`config.mk`:
```
export PLATFORM = sky130hd
export DESIGN_NAME = seu_map_lookup
export DESIGN_NICKNAME = d
export VERILOG_FILES = /design/src/rtl/seu_map_pkg.sv /design/src/rtl/seu_rd_port.sv /design/src/rtl/seu_addr_calc.sv /design/src/rtl/seu_tag_extract.sv /design/src/rtl/seu_map_lookup.sv
export SDC_FILE = /design/constraint.sdc
export NUM_CORES = 1
export LEC_CHECK = 0
export CORE_MARGIN = 5
export CORE_UTILIZATION = 55
export DETAILED_ROUTE_END_ITERATION = 7
export PLACE_DENSITY_LB_ADDON = 0.12
export SLEW_MARGIN = 10
export SYNTH_ARGS = -nofsm -noshare
export SYNTH_HDL_FRONTEND = slang
export SYNTH_SLANG_ARGS = --single-unit
```
`constraint.sdc`:
```
create_clock -name clk_i -period 7.47 [get_ports clk_i]
set_input_delay 1.1205 -clock clk_i [delete_from_list [all_inputs] [get_ports clk_i]]
set_output_delay 1.1205 -clock clk_i [all_outputs]
set_load 0.005 [all_outputs]
```
`src/rtl/seu_map_pkg.sv`:
```
package seu_map_pkg;
  localparam logic [23:0] MAP_MAGIC = 24'h445341;
  localparam int unsigned HDR_WORDS = 5;
  localparam int unsigned HDR_IDX_W = $clog2(HDR_WORDS);
  localparam logic [15:0] NO_SENS_IDX = 16'hFFFF;

  typedef enum logic [2:0] {
    ST_IDLE, ST_HDR, ST_FRAME, ST_MAP, ST_SENS, ST_DONE
  } lkp_state_e;

  // tag width in bits -> log2; valid flag in bit 2
  function automatic logic [2:0] width_dec(input logic [7:0] w);
    case (w)
      8'd1: return 3'b100;
      8'd2: return 3'b101;
      8'd4: return 3'b110;
      8'd8: return 3'b111;
      default: return 3'b000;
    endcase
  endfunction
endpackage

```
`src/rtl/seu_rd_port.sv`:
```
module seu_rd_port #(
  parameter int unsigned ADDR_W = 32
) (
  input  logic              clk_i,
  input  logic              rst_ni,
  input  logic              start_i,
  input  logic [ADDR_W-1:0] addr_i,
  output logic              idle_o,
  output logic              done_o,
  output logic [31:0]       data_o,
  output logic [ADDR_W-1:0] avm_address_o,
  output logic              avm_read_o,
  input  logic [31:0]       avm_readdata_i,
  input  logic              avm_waitrequest_i,
  input  logic              avm_readdatavalid_i
);
  logic              req_q, wait_q;
  logic [ADDR_W-1:0] addr_q;

  always_ff @(posedge clk_i or negedge rst_ni) begin
    if (!rst_ni) begin
      req_q  <= 1'b0;
      wait_q <= 1'b0;
      addr_q <= '0;
    end else if (start_i && idle_o) begin
      req_q  <= 1'b1;
      addr_q <= addr_i;
    end else if (req_q && !avm_waitrequest_i) begin
      req_q  <= 1'b0;
      wait_q <= 1'b1;
    end else if (wait_q && avm_readdatavalid_i) begin
      wait_q <= 1'b0;
    end
  end

  assign idle_o        = !req_q && !wait_q;
  assign done_o        = wait_q && avm_readdatavalid_i;
  assign data_o        = avm_readdata_i;
  assign avm_address_o = addr_q;
  assign avm_read_o    = req_q;
endmodule

```
`src/rtl/seu_addr_calc.sv`:
```
module seu_addr_calc #(
  parameter int unsigned ADDR_W  = 32,
  parameter int unsigned FRAME_W = 16,
  parameter int unsigned BYTE_W  = 8
) (
  input  logic [ADDR_W-1:0]  frame_base_i,
  input  logic [ADDR_W-1:0]  off_base_i,
  input  logic [ADDR_W-1:0]  sens_base_i,
  input  logic [15:0]        map_len_i,
  input  logic [15:0]        map_idx_i,
  input  logic [15:0]        entry_i,
  input  logic [1:0]         lg_i,
  input  logic [FRAME_W-1:0] frame_i,
  input  logic [BYTE_W-1:0]  byte_i,
  input  logic [2:0]         bit_i,
  output logic [ADDR_W-1:0]  frame_addr_o,
  output logic [ADDR_W-1:0]  map_addr_o,
  output logic               half_hi_o,
  output logic [ADDR_W-1:0]  sens_addr_o,
  output logic [4:0]         sens_sh_o
);
  localparam int unsigned POS_W = BYTE_W + 4;

  logic [POS_W-1:0] in_map_off;
  logic [31:0]      map_off, bit_pos;
  logic             lsb_unused;

  assign in_map_off   = {byte_i, bit_i, 1'b0};
  assign map_off      = 32'(map_idx_i) * 32'(map_len_i) + 32'(in_map_off);
  assign map_addr_o   = off_base_i + ADDR_W'(map_off[31:2]);
  assign half_hi_o    = map_off[1];
  assign lsb_unused   = map_off[0];
  assign bit_pos      = 32'(entry_i) << lg_i;
  assign sens_addr_o  = sens_base_i + ADDR_W'(bit_pos[31:5]);
  assign sens_sh_o    = bit_pos[4:0];
  assign frame_addr_o = frame_base_i + ADDR_W'(frame_i);
endmodule

```
`src/rtl/seu_tag_extract.sv`:
```
module seu_tag_extract (
  input  logic [31:0] word_i,
  input  logic [4:0]  sh_i,
  input  logic [1:0]  lg_i,
  output logic [7:0]  tag_o
);
  logic [31:0] shifted;
  logic [23:0] shifted_unused;
  logic [7:0]  cand [4];

  assign shifted        = word_i >> sh_i;
  assign shifted_unused = shifted[31:8];

  for (genvar g = 0; g < 4; g++) begin : g_width
    assign cand[g] = 8'(shifted[(1 << g) - 1:0]);
  end

  assign tag_o = cand[lg_i];
endmodule

```
`src/rtl/seu_map_lookup.sv`:
```
module seu_map_lookup
  import seu_map_pkg::*;
#(
  parameter int unsigned ADDR_W      = 32,
  parameter int unsigned FRAME_W     = 16,
  parameter int unsigned BYTE_W      = 8,
  parameter logic [31:0] HDR_ADDR    = 32'h0,
  parameter logic [15:0] DEF_MAP_LEN = 16'd4096
) (
  input  logic               clk_i,
  input  logic               rst_ni,
  input  logic               err_valid_i,
  output logic               err_ready_o,
  input  logic [FRAME_W-1:0] err_frame_i,
  input  logic [BYTE_W-1:0]  err_byte_i,
  input  logic [2:0]         err_bit_i,
  output logic               crit_o,
  output logic               noncrit_o,
  output logic [7:0]         region_o,
  output logic               map_err_o,
  output logic [ADDR_W-1:0]  avm_address_o,
  output logic               avm_read_o,
  input  logic [31:0]        avm_readdata_i,
  input  logic               avm_waitrequest_i,
  input  logic               avm_readdatavalid_i
);
  lkp_state_e           st_q;
  logic [HDR_IDX_W-1:0] hdr_idx_q;
  logic                 hdr_done_q, map_err_q, rev2_q;
  logic [ADDR_W-1:0]    frame_base_q, off_base_q, sens_base_q;
  logic [15:0]          map_len_q, map_idx_q, entry_q;
  logic [1:0]           lg_q;
  logic [FRAME_W-1:0]   frame_q;
  logic [BYTE_W-1:0]    byte_q;
  logic [2:0]           bit_q;
  logic                 res_crit_q;
  logic [7:0]           res_tag_q;

  logic                 rd_start, rd_idle, rd_done;
  logic [31:0]          rd_data;
  logic [ADDR_W-1:0]    rd_addr, frame_addr, map_addr, sens_addr;
  logic                 half_hi;
  logic [4:0]           sens_sh;
  logic [7:0]           tag;
  logic [2:0]           wdec;
  logic                 data_unused;

  assign data_unused = ^rd_data;
  assign wdec        = width_dec(rd_data[23:16]);

  seu_rd_port #(.ADDR_W(ADDR_W)) u_rd (
    .clk_i, .rst_ni,
    .start_i(rd_start), .addr_i(rd_addr), .idle_o(rd_idle),
    .done_o(rd_done), .data_o(rd_data),
    .avm_address_o, .avm_read_o, .avm_readdata_i,
    .avm_waitrequest_i, .avm_readdatavalid_i
  );

  seu_addr_calc #(.ADDR_W(ADDR_W), .FRAME_W(FRAME_W), .BYTE_W(BYTE_W)) u_calc (
    .frame_base_i(frame_base_q), .off_base_i(off_base_q), .sens_base_i(sens_base_q),
    .map_len_i(map_len_q), .map_idx_i(map_idx_q), .entry_i(entry_q), .lg_i(lg_q),
    .frame_i(frame_q), .byte_i(byte_q), .bit_i(bit_q),
    .frame_addr_o(frame_addr), .map_addr_o(map_addr), .half_hi_o(half_hi),
    .sens_addr_o(sens_addr), .sens_sh_o(sens_sh)
  );

  seu_tag_extract u_tag (
    .word_i(rd_data), .sh_i(sens_sh), .lg_i(lg_q), .tag_o(tag)
  );

  assign rd_start = (st_q inside {ST_HDR, ST_FRAME, ST_MAP, ST_SENS}) && rd_idle;

  always_comb begin
    case (st_q)
      ST_HDR:   rd_addr = ADDR_W'(HDR_ADDR) + ADDR_W'(hdr_idx_q);
      ST_FRAME: rd_addr = frame_addr;
      ST_MAP:   rd_addr = map_addr;
      default:  rd_addr = sens_addr;
    endcase
  end

  always_ff @(posedge clk_i or negedge rst_ni) begin
    if (!rst_ni) begin
      st_q         <= ST_IDLE;
      hdr_idx_q    <= '0;
      hdr_done_q   <= 1'b0;
      map_err_q    <= 1'b0;
      rev2_q       <= 1'b0;
      frame_base_q <= '0;
      off_base_q   <= '0;
      sens_base_q  <= '0;
      map_len_q    <= '0;
      map_idx_q    <= '0;
      entry_q      <= '0;
      lg_q         <= '0;
      frame_q      <= '0;
      byte_q       <= '0;
      bit_q        <= '0;
      res_crit_q   <= 1'b0;
      res_tag_q    <= '0;
    end else begin
      case (st_q)
        ST_IDLE: if (err_valid_i) begin
          frame_q <= err_frame_i;
          byte_q  <= err_byte_i;
          bit_q   <= err_bit_i;
          if (!hdr_done_q) begin
            st_q      <= ST_HDR;
            hdr_idx_q <= '0;
          end else if (map_err_q) begin
            res_crit_q <= 1'b1;
            res_tag_q  <= '0;
            st_q       <= ST_DONE;
          end else begin
            st_q <= ST_FRAME;
          end
        end
        ST_HDR: if (rd_done) begin
          hdr_idx_q <= hdr_idx_q + 1'b1;
          case (hdr_idx_q)
            0: begin
              if (rd_data[23:0] != MAP_MAGIC ||
                  !(rd_data[31:24] inside {8'd1, 8'd2})) begin
                map_err_q  <= 1'b1;
                hdr_done_q <= 1'b1;
                res_crit_q <= 1'b1;
                res_tag_q  <= '0;
                st_q       <= ST_DONE;
              end
              rev2_q <= (rd_data[31:24] == 8'd2);
            end
            1: frame_base_q <= rd_data[ADDR_W-1:0];
            2: off_base_q   <= rd_data[ADDR_W-1:0];
            3: sens_base_q  <= rd_data[ADDR_W-1:0];
            default: begin
              map_len_q  <= rev2_q ? rd_data[15:0] : DEF_MAP_LEN;
              lg_q       <= wdec[1:0];
              hdr_done_q <= 1'b1;
              if (!wdec[2]) begin
                map_err_q  <= 1'b1;
                res_crit_q <= 1'b1;
                res_tag_q  <= '0;
                st_q       <= ST_DONE;
              end else begin
                st_q <= ST_FRAME;
              end
            end
          endcase
        end
        ST_FRAME: if (rd_done) begin
          map_idx_q <= rd_data[15:0];
          if (rd_data[15:0] == NO_SENS_IDX) begin
            res_crit_q <= 1'b0;
            res_tag_q  <= '0;
            st_q       <= ST_DONE;
          end else begin
            st_q <= ST_MAP;
          end
        end
        ST_MAP: if (rd_done) begin
          entry_q <= half_hi ? rd_data[31:16] : rd_data[15:0];
          st_q    <= ST_SENS;
        end
        ST_SENS: if (rd_done) begin
          res_crit_q <= (tag != 8'd0);
          res_tag_q  <= tag;
          st_q       <= ST_DONE;
        end
        default: st_q <= ST_IDLE;
      endcase
    end
  end

  assign err_ready_o = (st_q == ST_IDLE);
  assign crit_o      = (st_q == ST_DONE) && res_crit_q;
  assign noncrit_o   = (st_q == ST_DONE) && !res_crit_q;
  assign region_o    = crit_o ? res_tag_q : 8'd0;
  assign map_err_o   = map_err_q;
endmodule

```
# Yosys cells after proc, flatten, opt, wreduce, memory -nomap -nowiden
# Cells that the tools add are included.
dict set report word_totals {
  reg_bits 225
  inputBits 64
  elab_cells 152
}
dict set report op_classes {
  n_addsub 5
  mul 1
  n_lt_le_gt_ge 1
  eq_ne 30
  shifts 2
  muxes 51
  bitwise_logic 4
  n_reduce_logical 38
}
# op count
set ops {}
lappend ops {{$mux W8} 12}
lappend ops {{$pmux W32 S3} 1}
lappend ops {{$mux W3} 13}
lappend ops {{$add A32 B12 Y32} 1}
lappend ops {{$add A32 B16 Y32} 1}
lappend ops {{$add A32 B27 Y32} 1}
lappend ops {{$add A32 B30 Y32} 1}
lappend ops {{$mul A16 B16 Y32} 1}
lappend ops {{$mux W16} 2}
lappend ops {{$pmux W8 S4} 1}
lappend ops {{$shl A16 B2 Y32} 1}
lappend ops {{$shr A32 B5 Y8} 1}
lappend ops {{$ne A24 B23 Y1 const B} 1}
lappend ops {{$bmux W8 S2} 1}
lappend ops {{$eq A16 B16 Y1 const B} 1}
lappend ops {{$eq A8 B1 Y1 const B} 2}
lappend ops {{$eq A8 B2 Y1 const B} 2}
lappend ops {{$ne A2 B2 Y1 const B} 8}
lappend ops {{$pmux W8 S2} 1}
lappend ops {{$pmux W3 S5} 1}
lappend ops {{$reduce_and A3 Y1} 5}
lappend ops {{$mux W1} 13}
lappend ops {{$eq A3 B2 Y1 const B} 4}
lappend ops {{$pmux W3 S2} 2}
lappend ops {{28 further kinds} 55}

# Depth between registers and ports, before layout
dict set report logic_depth {
  word_depth 8
  mapped_depth 34
  mapped_depth_nobuf 32
}

# Modules after synthesis
# A second synthesis with hierarchy kept.
dict set report hier_totals {
  cells_unflattened 2694
  area_unflattened_um2 25517.0
}
# module instances cells_each area_per_inst_um2
set by_module_without_submodules {}
lappend by_module_without_submodules {seu_addr_calc 1 1703 13625.6}
lappend by_module_without_submodules {seu_map_lookup 1 723 8680.8}
lappend by_module_without_submodules {seu_tag_extract 1 160 1675.4}
lappend by_module_without_submodules {seu_rd_port 1 108 1535.2}

# Worst setup path before layout
# OpenSTA, ideal clock, no wires.
dict set report synth_timing {
  kind {reg-to-reg}
  from {register map_len_q[1]}
  to {register u_rd.addr_q[31] (netlist: u_rd.avm_address_o[31])}
  arrival_ps 7495
  setup_slack_ps -154
  stages_incl_launch_ff 31
  synth_period_minus_slack_ps 7624
  path_cell_list {dfrtp_1 > clkbuf_1 > clkbuf_1 > nand2_1 > fa_1 > fa_1 > fa_1 > fa_1 > inv_1 > fa_1 > inv_1 > fa_1 > inv_1 > ha_1 > nand2_1 > nor4_1 > o2111ai_1 > a31oi_1 > nand3_1 > a21boi_0 > nor2_1 > xnor2_1 > ha_1 > clkbuf_1 > nand2_1 > o21ai_0 > a2111oi_0 > or4_1 > and3_1 > o21ai_0 > a21oi_1}
}
dict set report synth_via {
  elab_chain_len 4
}
# element line_no
set synth_lines {}
lappend synth_lines {{start, declared} seu_map_lookup.sv:31} ;# logic [15:0] map_len_q, map_idx_q, entry_q;
lappend synth_lines {{start signal, assigned} seu_map_lookup.sv:136} ;# map_len_q <= rev2_q ? rd_data[15:0] : DEF_MAP_LEN;
lappend synth_lines {{$mul A16 B16 Y32} seu_addr_calc.sv:29} ;# assign map_off = 32'(map_idx_i) * 32'(map_len_i) + 32'(in_map_off);
lappend synth_lines {{$add A32 B12 Y32} seu_addr_calc.sv:29}
lappend synth_lines {{$add A32 B30 Y32} seu_addr_calc.sv:30} ;# assign map_addr_o = off_base_i + ADDR_W'(map_off[31:2]);
lappend synth_lines {{$pmux W32 S3} seu_map_lookup.sv:74} ;# case (st_q)
lappend synth_lines {{end signal, assigned} seu_rd_port.sv:27} ;# addr_q <= addr_i;
lappend synth_lines {{end, declared} seu_rd_port.sv:18} ;# logic [ADDR_W-1:0] addr_q;
# Every way passes these cells.
# A chain may end at the register's enable or synchronous reset.

# Final worst setup path
dict set report layout_timing {
  from {register map_len_q[4]}
  to {register u_rd.addr_q[27] (netlist: u_rd.avm_address_o[27])}
}
# The elaborated chain is that of the path after synthesis.

==> results.ini <==
[logic_synthesis]
yosysSeqAreaShare_pct = 23.62
synthSimpleGateAreaFrac_pct = 14.81
synth-warning-count = 0
yosys-top-cells-area = dfrtp_1 24%, fa_1 17%, ha_1 9.2%
synth-edff-count = 0
netlist_top_cells_count = 341 x nand2_1, 315 x inv_1, 225 x dfrtp_1, 208 x fa_1, 175 x ha_1
async_reset_ff_share_pct = 100.0
synth_top_family_by_area = adder cells
avgSynthCellArea_um2 = 9.178
synth_nets = 3044
synth_area_leader_cell = dfrtp_1
synth_cells = 2597
synth_mux_area_share_pct = 10.60
synth_compound_area_share_pct = 12.86
synthXorXnorAreaFrac_pct = 4.005
netlist_area_mm2 = 0.02383
synth_ff_type = dfrtp_1
synth_top_area_share_pct = 23.62
ys_types = 84
synth_seq_cells = 225
synth_adder_area_share_pct = 26.66
yosysMostFrequentCell = nand2_1

[power_and_ir_drop]
ir_worst_vdd_mv = 0.2338
power.density_mw_per_mm2 = 223.0
power.total_mw = 6.294
leakagePower_nw = 13.54

[timing]
maxSlewViolCount = 0
rsz0062_at_grt = true
holdWs_ns = 0.4511
tightest_slew_ns = 1.160
fmax_mhz = 132.7
fin_skew_ns = 0.01751
slew_headroom_pct = 22.70
period_share_pct = 100.9
finalSetupTns_ns = -0.06461
finalHoldViolCount = 0
finalSetupViolCount = 1
fin_ws_ns = -0.06461
post-route-min-period_ns = 7.535

[detailed_routing]
drt_iter0_drc = 1511
drtPass1Iterations = 6
viasPerCell = 5.875
routedWlPerCell_um = 21.25
vias = 19890
drc = 0
ant_nets = 0
drt_wl_total_um = 71960

[floorplanning]
fp-row-count = 76
dieArea_mm2 = 0.04760
io_pins = 109
start_util_pct = 55.45
fp.dieW_um = 218.2
die_y_um = 218.2
core_area_mm2 = 0.04298

[finish]
final-instance-count-excl-fill = 3386
areaGrowthSynthToFinish_pct = 18.43
drive_gt1_share_pct = 19.21
diodes = 0
fill_cells = 3535
fin_nets = 3227

[grt]
grt_pass1_wl_um = 114200
track_usage_pct = 30.07
gr-total-overflow = 0
grt_max_degree = 173
grt_pass1_vias = 20610
antenna_found_initial = 1

[clock_network]
htree_num_levels = 1
clk_pin_slew_ns = 0.06
cts_sinks = 225
cts_tree = built
cts_made_buffers = 29
root_buffer = clkbuf_16
clk_path_buf_depth = 3
clock_latency_ns = 0.57

[setup_path]
path_class = register to register
cp_data_arrival_time_ns = 7.98
max_stage_delay_ns = 0.57
crit_top_cell = fa_1
worstPathRequired_ns = 7.92
critPathSlowestCell = fa_1
end_kind = register
worst_setup_path_start_kind = register
path_max_fanout = 7

[run]
maxCapViolCount = 0

[run_status]
status = finished with violations
violations = negative setup slack

[placement]
place.gp.congestion = 0.9549
placed_cells = 3306
dp_slack_ns = -0.2026
dpl.hpwl_um = 54170
numPortBuffers = 108

[worst_hold_path]
hold_path_class = input pin to asynchronous set/reset pin

==> layer usage <==
layer	share of wire [%]	wire length [um]	vias to the layer above	track usage, %
met1	42	30000	9854	41.05
li1	-	-	9106	-
met5	0	0	-	0
met3	7.7	5565	165	5.721
met4	3.8	2716	0	9.923
met2	47	33680	769	48.75
==> kinds of logic (layout without fill, tap and decap cells) <==
group / after synthesis / after routing
and+or+nand+nor: 731 / 731
AOI/OAI and AO/OA: 477 / 477
buffers and inverters: 457 / 661
adders and majority gates: 383 / 383
DFF: 225 / 225
muxes: 215 / 215
xor gates and xnor gates: 109 / 109
==> state kept, by name (all words and copies together), names as in the netlist, 8 cells and up <==
register,flops
res_tag_q,8
map_idx_q,16
u_rd.avm_address_o,32
frame_q,16
frame_base_q,32
off_base_q,32
entry_q,16
byte_q,8
sens_base_q,32
map_len_q,16
==> cell usage in the layout (no fill, tap or decap), drive strengths merged, types with 29 or more instances in the layout <==
cell,count
o21ai,143
fa,208
nand3,44
a211oi,29
nand2,341
xor2,41
clkdlybuf4s50,107
buf,186
and2,121
a21o,42
clkbuf,41
mux2i,62
a21oi,100
nor2,86
dfrtp,225
inv,317
mux2,137
ha,175
xnor2,68
==> report_power, final <==
part           internal, mW  leakage (nW)  switching [mW]
Clock                 0.797         0.445           0.572
Combinational          1.34          10.1            1.74
Sequential             1.55          3.00           0.295
==> critical path, delay by kind of cell (launching register included) <==
| family | cells | cell delay, ns |
|---|---|---|
| fa+ha+maj | 8 | 3.47 |
| compound gates | 10 | 1.90 |
| buf+inv | 7 | 0.64 |
| simple gates | 4 | 0.60 |
| flops | 1 | 0.42 |
| mux | 1 | 0.22 |
| xor+xnor | 1 | 0.15 |
==> metrics by stage <==
stage	instance area, um2	util [%]
after CTS	27350	63.63
after global routing	28230	65.67
after floorplan	23850	-
final	28230	65.67
after global placement	26300	61.18
after detailed placement	26300	61.18
==> path summary, 6_finish.rpt <==
kind                            cells past startpoint                                 end  slack [ns]                startpoint
worst max register to register                     31  u_rd.avm_address_o[27]$_DFFE_PN0P_       -0.06  map_len_q[4]$_DFFE_PN0P_
worst min-delay path                                1              hdr_done_q$_DFFE_PN0P_        0.45                    rst_ni
min in group clk_i                                  2            res_tag_q[4]$_DFFE_PN0P_        0.47  res_tag_q[4]$_DFFE_PN0P_
worst max-delay path                               31  u_rd.avm_address_o[27]$_DFFE_PN0P_       -0.06  map_len_q[4]$_DFFE_PN0P_
worst min register to register                      2            res_tag_q[4]$_DFFE_PN0P_        0.47  res_tag_q[4]$_DFFE_PN0P_
max in group asynchronous                           2           off_base_q[2]$_DFFE_PN0P_        5.58                    rst_ni
==> cell type report <==
class	instances	area [um2]	area share (%)
tap	585	732.0	2.593
timing repair buffer	293	2575	9.122
clock buffer	41	820.8	2.908
clock inverter	11	98.84	0.3502
inverter	316	1186	4.202
multi-input combinational	1915	17170	60.83
sequential	225	5644	20.00
==> repair_timing <==
| item | CTS | global route |
|---|---|---|
| setup endpoints to repair | 14 | 17 |
| hold buffers | 0 | 0 |
| buffers inserted | 3 | 26 |
| gates resized for setup | 32 | 162 |
| pin swaps | 21 | 106 |
Note: power is estimated with default switching activity, not from simulation.
